$ cat config.mk
export PLATFORM = sky130hd
export DESIGN_NAME = fp32_addsub_ftz
export DESIGN_NICKNAME = d
export VERILOG_FILES = /design/src/rtl/fpadd_pkg.sv /design/src/rtl/fpaddCtrl.sv /design/src/rtl/fpaddDatapath.sv /design/src/rtl/fp32_addsub_ftz.sv
export SDC_FILE = /design/constraint.sdc
export NUM_CORES = 1
export LEC_CHECK = 0
export BUFFER_PORTS_ARGS = -buffer_cell sky130_fd_sc_hd__buf_4
export CORE_MARGIN = 10
export CORE_UTILIZATION = 42
export DETAILED_ROUTE_END_ITERATION = 8
export GPL_TIMING_DRIVEN = 0
export SLEW_MARGIN = 25
export SYNTH_ARGS = -nofsm -noshare
export SYNTH_HDL_FRONTEND = slang
export SYNTH_SLANG_ARGS = --single-unit
export TNS_END_PERCENT = 5
$ cat constraint.sdc
create_clock -name clk -period 17.9 [get_ports clk]
set_clock_uncertainty 0.1 [all_clocks]
set_input_delay 3.58 -clock clk [delete_from_list [all_inputs] [get_ports clk]]
set_output_delay 3.58 -clock clk [all_outputs]
set_load 0.05 [all_outputs]
$ cat src/rtl/fpadd_pkg.sv
package fpadd_pkg;
  localparam int EXP_W   = 8;
  localparam int FRAC_W  = 23;
  localparam int WORD_W  = 1 + EXP_W + FRAC_W;
  localparam int SIG_W   = FRAC_W + 1;
  localparam int GRS_W   = 3;
  localparam int EXT_W   = SIG_W + GRS_W;
  localparam int SUM_W   = EXT_W + 1;
  localparam int ALIGN_W = SIG_W + EXT_W - 1;
  localparam int LZ_W    = $clog2(EXT_W + 1);
  localparam int SEXP_W  = EXP_W + 2;
  localparam int EXP_MAX = (1 << EXP_W) - 1;

  localparam logic [WORD_W-2:0] INF_MAG  = {{EXP_W{1'b1}}, {FRAC_W{1'b0}}};
  localparam logic [WORD_W-2:0] MAXF_MAG = {{(EXP_W-1){1'b1}}, 1'b0, {FRAC_W{1'b1}}};
  localparam logic [WORD_W-1:0] QNAN     = {1'b0, {EXP_W{1'b1}}, 1'b1, {(FRAC_W-1){1'b0}}};

  typedef enum logic {RM_NEAREST = 1'b0, RM_TOZERO = 1'b1} roundMode_e;

  typedef struct packed {
    logic ldUnpack;
    logic ldAlign;
    logic ldRound;
  } stageStrobes_t;

  function automatic logic [LZ_W-1:0] leadZeros(input logic [EXT_W-1:0] v);
    logic [LZ_W-1:0] cnt;
    logic found;
    cnt = '0;
    found = 1'b0;
    for (int i = EXT_W - 1; i >= 0; i--) begin
      if (!found) begin
        if (v[i]) found = 1'b1;
        else cnt = cnt + 1'b1;
      end
    end
    return cnt;
  endfunction
endpackage

$ cat src/rtl/fpaddCtrl.sv
module fpaddCtrl
  import fpadd_pkg::*;
(
  input  logic          clk,
  input  logic          rstN,
  input  logic          inValid,
  output stageStrobes_t strobe,
  output logic          outValid
);
  logic v1, v2, v3;
  logic [1:0] rstAge;

  always_ff @(posedge clk) begin
    if (!rstN) begin
      v1 <= 1'b0;
      v2 <= 1'b0;
      v3 <= 1'b0;
      rstAge <= '0;
    end else begin
      v1 <= inValid;
      v2 <= v1;
      v3 <= v2;
      if (rstAge != 2'd3) rstAge <= rstAge + 2'd1;
    end
  end

  always_comb begin
    strobe.ldUnpack = inValid;
    strobe.ldAlign  = v1;
    strobe.ldRound  = v2;
  end

  assign outValid = v3;


  latency_chk: assert property (@(posedge clk) disable iff (!rstN)
    (rstAge == 2'd3) |-> (outValid == $past(inValid, 3)));
endmodule

$ cat src/rtl/fpaddDatapath.sv
module fpaddDatapath
  import fpadd_pkg::*;
(
  input  logic              clk,
  input  logic              rstN,
  input  stageStrobes_t     strobe,
  input  logic [WORD_W-1:0] opA,
  input  logic [WORD_W-1:0] opB,
  input  logic              subOp,
  input  logic              roundSel,
  output logic [WORD_W-1:0] result
);
  // ---------------- stage 1: classify, order by magnitude ----------------
  logic signA, signB, nanA, nanB, infA, infB, zeroA, zeroB, aBig;
  logic [WORD_W-2:0] magA, magB, magBig, magSmall;
  logic specialHit;
  logic [WORD_W-1:0] specialWord;

  assign signA = opA[WORD_W-1];
  assign signB = opB[WORD_W-1] ^ subOp;
  assign zeroA = (opA[WORD_W-2:FRAC_W] == '0);
  assign zeroB = (opB[WORD_W-2:FRAC_W] == '0);
  assign nanA  = (opA[WORD_W-2:FRAC_W] == EXP_W'(EXP_MAX)) && (opA[FRAC_W-1:0] != '0);
  assign nanB  = (opB[WORD_W-2:FRAC_W] == EXP_W'(EXP_MAX)) && (opB[FRAC_W-1:0] != '0);
  assign infA  = (opA[WORD_W-2:0] == INF_MAG);
  assign infB  = (opB[WORD_W-2:0] == INF_MAG);
  assign magA  = zeroA ? '0 : opA[WORD_W-2:0];
  assign magB  = zeroB ? '0 : opB[WORD_W-2:0];
  assign aBig  = (magA >= magB);
  assign magBig   = aBig ? magA : magB;
  assign magSmall = aBig ? magB : magA;

  always_comb begin
    specialHit  = 1'b1;
    specialWord = '0;
    if (nanA || nanB)       specialWord = QNAN;
    else if (infA && infB)  specialWord = (signA == signB) ? {signA, INF_MAG} : QNAN;
    else if (infA)          specialWord = {signA, INF_MAG};
    else if (infB)          specialWord = {signB, INF_MAG};
    else if (zeroA && zeroB) specialWord = {signA & signB, {(WORD_W-1){1'b0}}};
    else                    specialHit = 1'b0;
  end

  logic s1Special, s1Sign, s1EffSub;
  logic [WORD_W-1:0] s1SpecialWord;
  logic [EXP_W-1:0] s1Exp, s1Diff;
  logic [SIG_W-1:0] s1BigSig, s1SmallSig;
  roundMode_e s1Rm;

  always_ff @(posedge clk) begin
    if (!rstN) begin
      s1Special <= 1'b0; s1SpecialWord <= '0; s1Sign <= 1'b0; s1EffSub <= 1'b0;
      s1Exp <= '0; s1Diff <= '0; s1BigSig <= '0; s1SmallSig <= '0; s1Rm <= RM_NEAREST;
    end else if (strobe.ldUnpack) begin
      s1Special     <= specialHit;
      s1SpecialWord <= specialWord;
      s1Sign        <= aBig ? signA : signB;
      s1EffSub      <= signA ^ signB;
      s1Exp         <= magBig[WORD_W-2:FRAC_W];
      s1Diff        <= magBig[WORD_W-2:FRAC_W] - magSmall[WORD_W-2:FRAC_W];
      s1BigSig      <= {1'b1, magBig[FRAC_W-1:0]};
      s1SmallSig    <= (magSmall[WORD_W-2:FRAC_W] == '0) ? '0 : {1'b1, magSmall[FRAC_W-1:0]};
      s1Rm          <= roundMode_e'(roundSel);
    end
  end

  // ---------------- stage 2: align and add ----------------
  logic [ALIGN_W-1:0] shifted;
  logic [EXT_W-1:0] alignedSmall;
  logic [SUM_W-1:0] bigExt, smallExt, sumNext;

  always_comb begin
    shifted = {s1SmallSig, {(EXT_W-1){1'b0}}} >> s1Diff;
    if (s1Diff > EXP_W'(EXT_W - 1))
      alignedSmall = {{(EXT_W-1){1'b0}}, |s1SmallSig};
    else
      alignedSmall = shifted[ALIGN_W-1 -: EXT_W]
                   | {{(EXT_W-1){1'b0}}, |shifted[ALIGN_W-EXT_W-1:0]};
    bigExt   = {1'b0, s1BigSig, {GRS_W{1'b0}}};
    smallExt = {1'b0, alignedSmall};
    sumNext  = s1EffSub ? (bigExt - smallExt) : (bigExt + smallExt);
  end

  logic s2Special, s2Sign;
  logic [WORD_W-1:0] s2SpecialWord;
  logic [EXP_W-1:0] s2Exp;
  logic [SUM_W-1:0] s2Sum;
  roundMode_e s2Rm;

  always_ff @(posedge clk) begin
    if (!rstN) begin
      s2Special <= 1'b0; s2SpecialWord <= '0; s2Sign <= 1'b0;
      s2Exp <= '0; s2Sum <= '0; s2Rm <= RM_NEAREST;
    end else if (strobe.ldAlign) begin
      s2Special     <= s1Special;
      s2SpecialWord <= s1SpecialWord;
      s2Sign        <= s1Sign;
      s2Exp         <= s1Exp;
      s2Sum         <= sumNext;
      s2Rm          <= s1Rm;
    end
  end

  // the larger operand comes first, so a subtraction never carries out
  sub_no_carry_chk: assert property (@(posedge clk) disable iff (!rstN)
    (strobe.ldAlign && s1EffSub && !s1Special) |=> !s2Sum[SUM_W-1]);

  // ---------------- stage 3: normalize, round, pack ----------------
  logic [LZ_W-1:0] lz;
  logic [EXT_W-1:0] normSig;
  logic [SEXP_W-1:0] normExp, finalExp;
  logic [SIG_W:0] rounded;
  logic roundUp;
  logic [FRAC_W-1:0] finalFrac;
  logic [WORD_W-1:0] resultNext;

  always_comb begin
    lz = leadZeros(s2Sum[EXT_W-1:0]);
    if (s2Sum[SUM_W-1]) begin
      normSig = {s2Sum[SUM_W-1:2], s2Sum[1] | s2Sum[0]};
      normExp = {2'b00, s2Exp} + SEXP_W'(1);
    end else begin
      normSig = s2Sum[EXT_W-1:0] << lz;
      normExp = {2'b00, s2Exp} - {{(SEXP_W-LZ_W){1'b0}}, lz};
    end
    roundUp = (s2Rm == RM_NEAREST) && normSig[GRS_W-1]
            && ((|normSig[GRS_W-2:0]) || normSig[GRS_W]);
    rounded = {1'b0, normSig[EXT_W-1:GRS_W]} + {{SIG_W{1'b0}}, roundUp};
    if (rounded[SIG_W]) begin
      finalExp  = normExp + SEXP_W'(1);
      finalFrac = rounded[SIG_W-1:1];
    end else begin
      finalExp  = normExp;
      finalFrac = rounded[FRAC_W-1:0];
    end

    if (s2Special)
      resultNext = s2SpecialWord;
    else if (s2Sum == '0)
      resultNext = '0;
    else if (normExp[SEXP_W-1] || (normExp == '0))
      resultNext = {s2Sign, {(WORD_W-1){1'b0}}};
    else if (finalExp >= SEXP_W'(EXP_MAX))
      resultNext = {s2Sign, (s2Rm == RM_NEAREST) ? INF_MAG : MAXF_MAG};
    else
      resultNext = {s2Sign, finalExp[EXP_W-1:0], finalFrac};
  end

  always_ff @(posedge clk) begin
    if (!rstN) result <= '0;
    else if (strobe.ldRound) result <= resultNext;
  end


  no_subnormal_out_chk: assert property (@(posedge clk) disable iff (!rstN)
    !((result[WORD_W-2:FRAC_W] == '0) && (result[FRAC_W-1:0] != '0)));


  canonical_nan_chk: assert property (@(posedge clk) disable iff (!rstN)
    ((result[WORD_W-2:FRAC_W] == EXP_W'(EXP_MAX)) && (result[FRAC_W-1:0] != '0))
      |-> (result == QNAN));


  rtz_no_inf_chk: assert property (@(posedge clk) disable iff (!rstN)
    (strobe.ldRound && !s2Special && (s2Rm == RM_TOZERO))
      |=> (result[WORD_W-2:0] != INF_MAG));
endmodule

$ cat src/rtl/fp32_addsub_ftz.sv
module fp32_addsub_ftz
  import fpadd_pkg::*;
(
  input  logic        clk,
  input  logic        rstN,
  input  logic        inValid,
  input  logic [31:0] opA,
  input  logic [31:0] opB,
  input  logic        subOp,
  input  logic        roundSel,
  output logic        outValid,
  output logic [31:0] result
);
  stageStrobes_t strobe;

  fpaddCtrl u_ctrl (
    .clk      (clk),
    .rstN     (rstN),
    .inValid  (inValid),
    .strobe   (strobe),
    .outValid (outValid)
  );

  fpaddDatapath u_dp (
    .clk      (clk),
    .rstN     (rstN),
    .strobe   (strobe),
    .opA      (opA),
    .opB      (opB),
    .subOp    (subOp),
    .roundSel (roundSel),
    .result   (result)
  );


  idle_after_reset_chk: assert property (@(posedge clk) disable iff (!rstN)
    ($past(!rstN) && !inValid) |=> !outValid);
endmodule

==> summary.txt <==
STA
  • Final setup fails: 0
  • Setup ws final: 0.7836 ns
  • Maximum clock frequency: 0.05842 GHz
  • Final hold vios: 0
  • Slew headroom: 0.3440
  • Tcrit/Tclk final: 0.9562
  • Max Slew Vio Count: 0
  • Post-route setup TNS: 0 ns
  • Final worst path period need: 17.12 ns
  • Worst-Margin Slew: 0.9765 ns

Global routing
  • Initial antenna violation count: 0
  • First-pass GRT wire length: 104,900 µm
  • Gr ovfl total: 0
  • Largest net degree at the start of global routing: 17
  • All-Layer GR Usage: 0.2608
  • Vias in the first global route: 18,070

Synth
  • Number of cells produced by synthesis: 2,455
  • Post-synth EDFFs: 0
  • Main flop type after synthesis: dfxtp_1
  • Async SR Flop Fraction: 0
  • Sequential area share after synthesis: 0.1659
  • Post-synth net total: 2,642
  • Top cell type's share of synthesized area: 0.1659
  • Syn avg cell area: 7.273 µm²
  • Leading area contributor after synthesis: dfxtp_1
  • Area contributors post-synth: dfxtp_1 17%, ha_1 8.1%, mux2i_1 8.0%
  • Yosys Warn Count: 0
  • Netlist Area Pre-Place: 17,860 µm²
  • Unique cell type count in the Yosys netlist: 100
  • FF+latch count, synth: 148

Pwr
  • Clock group share of total power: 0.115
  • Switching Share: 0.5308
  • Internal Pwr Total: 1.540 mW
  • Net Switching: 1.742 mW
  • Power Dens Cells: 160.9 nW/µm²
  • Combinational fraction of design power: 0.767
  • Worst vdd ir: 0.1055 mV
  • Seq pwr share: 0.118
  • Pleak: 8.409 nW

Finish
  • Antenna diodes: 0
  • Area Growth Syn to Fin: 14.22%
  • Leading cell type in the layout, fill and taps excluded: nor2_1
  • Final Core Density: 0.4862
  • Layout cells sized above 1: 0.1240
  • Commonest non-fill, non-tap cells in the layout: 269 x nor2_1, 240 x nand2_1, 169 x a21oi_1, 146 x dfxtp_1
  • Net count, final: 2,779

Worst setup path
  • Setup CP Type: register to register
  • Required @ worst endpoint: 18.15 ns
  • CP max FO: 10
  • CP Launch Type: register
  • Most used cell along the critical path: ha_1
  • Arr. time, crit path: 17.37 ns
  • Worst path max stage delay: 0.50 ns
  • Slowest stage cell, crit path: a211oi_1
  • Crit end category: register

Drt
  • DRC Markers: 0
  • Highest metal used: met4
  • Metal2 WL: 32,690 µm
  • Pre-antenna DRT Iters: 6
  • Routed via count: 19,090
  • Met1 Wirelength: 30,190 µm
  • Initial DRC count: 1,418
  • Metal3 WL: 3227 µm
  • Post-DRT Antenna Nets: 0
  • Vias per cell: 6.072
  • DR WL/cell: 21.87 µm
  • Post-Route WL: 68,750 µm

Clocking
  • Num CTS Buffers: 17
  • CTS sink cnt: 148
  • Clock tree buffer depth: 2
  • H-Tree Depth: 4
  • Root buffer cell: clkbuf_16
  • CTS tree: yes
  • Clock latency on the worst-skew pair: 0.47 ns
  • Clock-pin slew on the worst setup and hold paths: 0.06 ns

Place
  • Port buffer count: 100
  • Dpl hpwl: 55,650 µm
  • Setup WS pre-CTS: -1.581 ns
  • Final RePlAce weighted congestion: 0.9872

Outcome
  • Status: finished, final reports clean

Floorplan
  • Die width: 226.2 µm
  • Rows: 75
  • Die Y: 226.2 µm
  • Initial core utilization: 0.4257
  • Core area: 41,950 µm²
  • IO Pins: 102
  • Die footprint: 51,160 µm²

Flow run
  • MaxCap Viol Count: 0

Hold path
  • Hold WC Path Type: register to register
## final cells by class
type | count | area [µm²]
fill | 4332 | 21550
multi-input combinational | 2028 | 14100
sequential | 148 | 2965
timing repair buffer | 120 | 898.4
buffer | 175 | 758.2
tap | 539 | 674.4
clock buffer | 17 | 425.4
inverter | 102 | 382.9
clock inverter | 15 | 187.7
## path summary, 6_finish.rpt
| check | slack, ns | depth (start not counted) | startpoint | end |
|---|---|---|---|---|
| max | 0.78 | 80 | u_dp.s2Sum[24]$_SDFFE_PN0P_ | u_dp.result[8]$_SDFFE_PN0P_ |
| min | 0.35 | 2 | u_dp.result[20]$_SDFFE_PN0P_ | u_dp.result[20]$_SDFFE_PN0P_ |
| max reg2reg | 0.78 | 80 | u_dp.s2Sum[24]$_SDFFE_PN0P_ | u_dp.result[8]$_SDFFE_PN0P_ |
| min reg2reg | 0.35 | 2 | u_dp.result[20]$_SDFFE_PN0P_ | u_dp.result[20]$_SDFFE_PN0P_ |
## logic make-up (layout without fill, tap and decap cells)
logic type / after synthesis / after routing / share of synthesized area
mux: 186 / 186 / 0.1183
simple gates: 941 / 941 / 0.2558
compound gates: 666 / 666 / 0.2490
fa+ha+maj: 120 / 120 / 0.08465
buf+inv: 279 / 429 / 0.06208
flops: 148 / 148 / 0.1659
xor+xnor: 115 / 115 / 0.06419
## sequential cells by signal (all words and copies together), names as in the netlist
register and cells:
u_dp.s2SpecialWord 3, u_dp.s1BigSig 24, u_dp.s2Exp 8, u_dp.s1Diff 8
u_dp.s1Special 1, u_dp.s2Sign 1, u_ctrl.outValid 1, u_dp.s1Exp 8
u_ctrl.v1 1, u_dp.result 32, u_ctrl.v2 1, u_dp.s2Sum 28
u_dp.s1EffSub 1, u_dp.s2Special 1, u_dp.s1Sign 1, u_dp.s1Rm 1
u_dp.s2Rm 1, u_dp.s1SpecialWord 3, u_dp.s1SmallSig 24
## power by group through the flow
stage,clock (mW),combinational (mW),sequential [mW]
floorplan,0,1.71,0.398
global placement,0,2.29,0.391
detailed placement,0,2.29,0.392
CTS,0.382,2.33,0.386
global route,0.396,2.72,0.390
finish,0.377,2.52,0.387
## repair_timing
item | in CTS | in global routing
gates resized for setup | 21 | 65
hold buffers | 0 | 0
setup buffers | 3 | 16
endpoints found under the setup margin | 31 | 31
pin swaps | 4 | 22
## synthesized netlist by cell type (29+ instances only)
master	count
nor2_1	271
nand2_1	241
a21oi_1	171
dfxtp_1	148
clkbuf_1	143
mux2i_1	142
ha_1	116
o21ai_0	114
inv_1	100
a211oi_1	81
xnor2_1	69
nand3_1	62
nor3_1	62
nand2b_1	55
and2_1	52
nor4_1	36
xor2_1	35
nand4_1	33
nor2b_1	31
a21o_1	30
a31oi_1	29
## through the flow
stage	power (mW)	std cells	hold WS, ns	instance area, µm²
6_report	3.282	3144	0.3540	20390
5_1_grt	3.510	3144	0.3791	20390
4_1_cts	3.102	3128	0.3593	20010
3_5_place_dp	2.687	3095	0.3501	19300
3_3_place_gp	2.676	3094	0.3438	19280
2_1_floorplan	2.108	2455	0.3557	17860
## routing by layer
metal | global-route usage | vias to the layer above
met3 | 0.03087 | 115
met4 | 0.1060 | 0
met5 | 0 | -
li1 | - | 9224
met1 | 0.3298 | 9128
met2 | 0.4406 | 624
## worst max-delay path: cells and delay by family, from the launching register on
| family | cells | cell delay [ns] |
|---|---|---|
| XOR/XNOR | 4 | 0.72 |
| AO/OA/AOI/OAI | 24 | 5.08 |
| AND/OR/NAND/NOR | 23 | 4.32 |
| flip-flops | 1 | 0.30 |
| adder cells (fa/ha/maj) | 12 | 3.50 |
| buffers and inverters | 10 | 1.54 |
| multiplexers | 7 | 1.42 |
Power figures use the tool's default switching activity.
